[config.mk]
export PLATFORM = sky130hd
export DESIGN_NAME = updn_load_counter
export DESIGN_NICKNAME = d
export VERILOG_FILES = /design/src/rtl/updn_load_counter.sv
export SDC_FILE = /design/constraint.sdc
export NUM_CORES = 1
export LEC_CHECK = 0
export BUFFER_PORTS_ARGS = -buffer_cell sky130_fd_sc_hd__buf_2
export CAP_MARGIN = 5
export CORE_AREA = 2 2 39 41
export CTS_CLUSTER_DIAMETER = 50
export CTS_CLUSTER_SIZE = 30
export DETAILED_ROUTE_END_ITERATION = 8
export DIE_AREA = 0 0 41 43
export GPL_TIMING_DRIVEN = 0
export SLEW_MARGIN = 20
export SYNTH_ARGS = -nofsm -noshare
export SYNTH_HDL_FRONTEND = slang
export SYNTH_SLANG_ARGS = --single-unit
[constraint.sdc]
create_clock -name clk -period 1.8 [get_ports clk]
set_input_delay 0.18 -clock clk [delete_from_list [all_inputs] [get_ports clk]]
set_output_delay 0.18 -clock clk [all_outputs]
set_load 0.01 [all_outputs]
[src/rtl/updn_load_counter.sv]
module updn_load_counter #(
  parameter int WIDTH = 4
) (
  input  logic             clk,
  input  logic             clr_n,
  input  logic             load,
  input  logic             up,
  input  logic             dn,
  input  logic             cnt_en,
  input  logic [WIDTH-1:0] par_in,
  output logic [WIDTH-1:0] q,
  output logic             carry_out,
  output logic             borrow_out
);
  logic             step_ok, go_up, go_dn;
  logic [WIDTH:0]   low_ones, low_zeros;
  logic [WIDTH-1:0] tgl, d;

  assign step_ok = clr_n & ~load & cnt_en;
  assign go_up   = step_ok & up & ~dn;
  assign go_dn   = step_ok & dn & ~up;

  assign low_ones[0]  = 1'b1;
  assign low_zeros[0] = 1'b1;

  for (genvar j = 0; j < WIDTH; j++) begin : g_bit
    assign low_ones[j+1]  = low_ones[j] & q[j];
    assign low_zeros[j+1] = low_zeros[j] & ~q[j];
    assign tgl[j] = (go_up & low_ones[j]) | (go_dn & low_zeros[j]);
    assign d[j]   = !clr_n ? 1'b0 : (load ? par_in[j] : (tgl[j] ^ q[j]));
  end

  always_ff @(posedge clk) q <= d;

  assign carry_out  = go_up & low_ones[WIDTH];
  assign borrow_out = go_dn & low_zeros[WIDTH];
endmodule


==> results.md <==
- Outcome: finished, final reports clean
- Setup Slack @ Placement: 310 ps
- WP data arrival: 1500 ps
- Syn_nets: 49
- Initial antenna violation count: 0
- Setup Buffers After CTS: 0
- Final setup fails: 0
- 1st-pass router iterations: 1
- Max reg flops: 4
- Synth warn: 0
- Final hold viol count: 0
- Routed WL per cell: 11.0 um
- Total Wirelength: 800 um
- Buffers on Ports: 15
- RSZ-0062 raised after global routing: false
- CP Cell Sequence: or4b_4 > nor4_1 > buf_2
- ANT cells: 0
- Mapped Cells: 39
- VDD IR max: 0.328 mV
- Post-route ant nets: 0
- Fmax: 594 MHz
- DRT iter0 DRCs: 0
- Netlist area before placement: 314 um^2
- GRT met1 Usage: 17.6%
- Setup TNS: 0 ps
- Layout cell share with drive strength beyond 1: 38.6%
- Avg Synthesized Cell Area: 8.05 um^2
- Startpoint types: flip-flop
- Period minus WS final: 1680 ps
- Top Registers: q: 4 flops
- Row cnt: 14
- H-tree levels: 1
- CTS resizes: 0
- Worst Skew: 2.81 ps
- Post-CTS Hold Buffers: 0
- Area of the multi-input gates: 223 um^2
- # clock sinks: 4
- Worst-Margin Slew: 212 ps
- Min-delay worst type: in -> reg
- Core ar.: 1380 um^2
- Max-slew violations: 0
- Skew-Pair Late Insertion Delay: 240 ps
- Max-Cap Viols: 0
- Clock Path Buffers: 2
- Syn-to-layout area delta: 37.5%
- Leakage: 0.195 nW
- Synth cell types: 25
- Fillers: 157
- Total CTS buffers: 3
- Crit-path max cell delay: 570 ps
- Slew headroom: 85.7%
- Pwr dens: 655 nW/um^2
- Final non-filler cell total: 73
- Kind of critical path: reg -> out
- Worst path required time: 1620 ps
- GR Util met2: 15.9%
- Commonest non-fill, non-tap cells in the layout: buf_2 (15), dfxtp_1 (4)
- Initial Utilization: 22.7%
- Global-route wire length before repair: 1.47 mm
- Gr busiest metal: met1
- Final period util: 93.5%
- Seq/Total Area, Yosys: 25.5%
- Die Wd: 41 um
- Vias in the first global route: 358
- Hpwl dp: 630 um
- Storage cell area: 80.1 um^2
- CP max stage cell: or4b_4
- CTS tree: yes
- Remaining DRCs: 0
- Inst Count DP: 70
- Die H: 43 um
- Placer congestion estimate: 0.740
- DIE AREA: 1760 um^2
- Most flop-heavy register: q
- Flops & latches, synth: 4
- Via density per instance: 5.15
- Clock Root Buffer: clkbuf_4
- Final Net Count: 69
- Most common cell after layout, fill and taps aside: buf_2
- Total grt overflow: 0
- Setup WS post-layout: 116 ps
- Vias after detailed routing: 376
- Met3 Use GR: 7.85%
- CP Max Fanout: 7
- Pin count of the biggest net entering global routing: 9
- I/O Pins: 16
- Total track usage: 12.4%
- Worst Hold Margin: 209 ps
- Clk slew on worst S/H paths: 40 ps
- Element type at the critical path end: output pin
-- worst max-delay path, delay by kind of cell (launching register included) --
family / cells / cell delay, ps
buffers and inverters: 1 / 180
and+or+nand+nor: 2 / 750
DFF: 1 / 350
-- power breakdown --
part	leakage, nW	internal, W	switching, W
logic	0.148	0.0000309	0.0000313
clock network	0.0138	0.0000748	0.0000399
registers	0.0333	0.0000962	0.00000954
-- logic make-up (layout without fill, tap and decap cells) --
| family | Yosys count | count (layout) | share of synthesized area (%) |
|---|---|---|---|
| AOI/OAI and AO/OA | 13 | 13 | 31.9 |
| xor gates and xnor gates | 1 | 1 | 2.79 |
| buffers and inverters | 3 | 21 | 3.59 |
| DFF | 4 | 4 | 25.5 |
| and+or+nand+nor | 18 | 18 | 36.3 |
-- routing by layer --
layer / vias to the layer above / share of wire (%)
met1: 165 / 47
li1: 190 / -
met3: 2 / 13
met2: 19 / 39
met5: - / 0
met4: 0 / 0.63
-- Yosys cell counts --
| cell type | number | area [um^2] |
|---|---|---|
| nor2b_1 | 1 | 6.26 |
| nand2_1 | 2 | 7.51 |
| nor3_1 | 1 | 5.00 |
| nand2b_1 | 2 | 12.5 |
| o2111a_1 | 1 | 11.3 |
| o21ai_0 | 3 | 15.0 |
| a21oi_1 | 1 | 5.00 |
| or2_2 | 1 | 6.26 |
| o211ai_1 | 1 | 7.51 |
| nor3b_1 | 2 | 15.0 |
| and3b_2 | 1 | 10.0 |
| nor2_1 | 2 | 7.51 |
| dfxtp_1 | 4 | 80.1 |
| a211oi_1 | 2 | 15.0 |
| inv_1 | 3 | 11.3 |
| o22ai_1 | 1 | 6.26 |
| o311a_1 | 1 | 10.0 |
| xor2_1 | 1 | 8.76 |
| nand3_1 | 3 | 15.0 |
| or4b_4 | 1 | 13.8 |
| nand4b_1 | 1 | 8.76 |
| nor4_1 | 1 | 6.26 |
| o221a_2 | 1 | 11.3 |
| a21boi_0 | 1 | 7.51 |
| a2111o_1 | 1 | 11.3 |
-- worst paths after layout --
path / start / to / slack (ps) / cells past startpoint
setup / recovery: q[0]$_SDFF_PN0_ / borrow_out / 120 / 3
setup reg to reg: q[0]$_SDFF_PN0_ / q[2]$_SDFF_PN0_ / 300 / 3
hold / removal: par_in[2] / q[2]$_SDFF_PN0_ / 210 / 3
hold reg to reg: q[1]$_SDFF_PN0_ / q[1]$_SDFF_PN0_ / 550 / 2
-- stage by stage --
step	power [W]	util, %	instance area, um^2
2_1_floorplan	0.000140	-	314
3_3_place_gp	0.000169	29.6	409
3_5_place_dp	0.000170	29.6	409
4_1_cts	0.000288	31.2	432
5_1_grt	0.000302	31.2	432
6_report	0.000283	31.2	432
-- cell type report --
| type | count | share of cell area (%) |
|---|---|---|
| Timing Repair Buffer | 15 | 17.4 |
| Multi-Input combinational cell | 32 | 51.6 |
| Tap cell | 16 | 4.64 |
| Inverter | 3 | 2.61 |
| Clock buffer | 3 | 5.22 |
| Sequential cell | 4 | 18.6 |
Power figures use the tool's default switching activity.
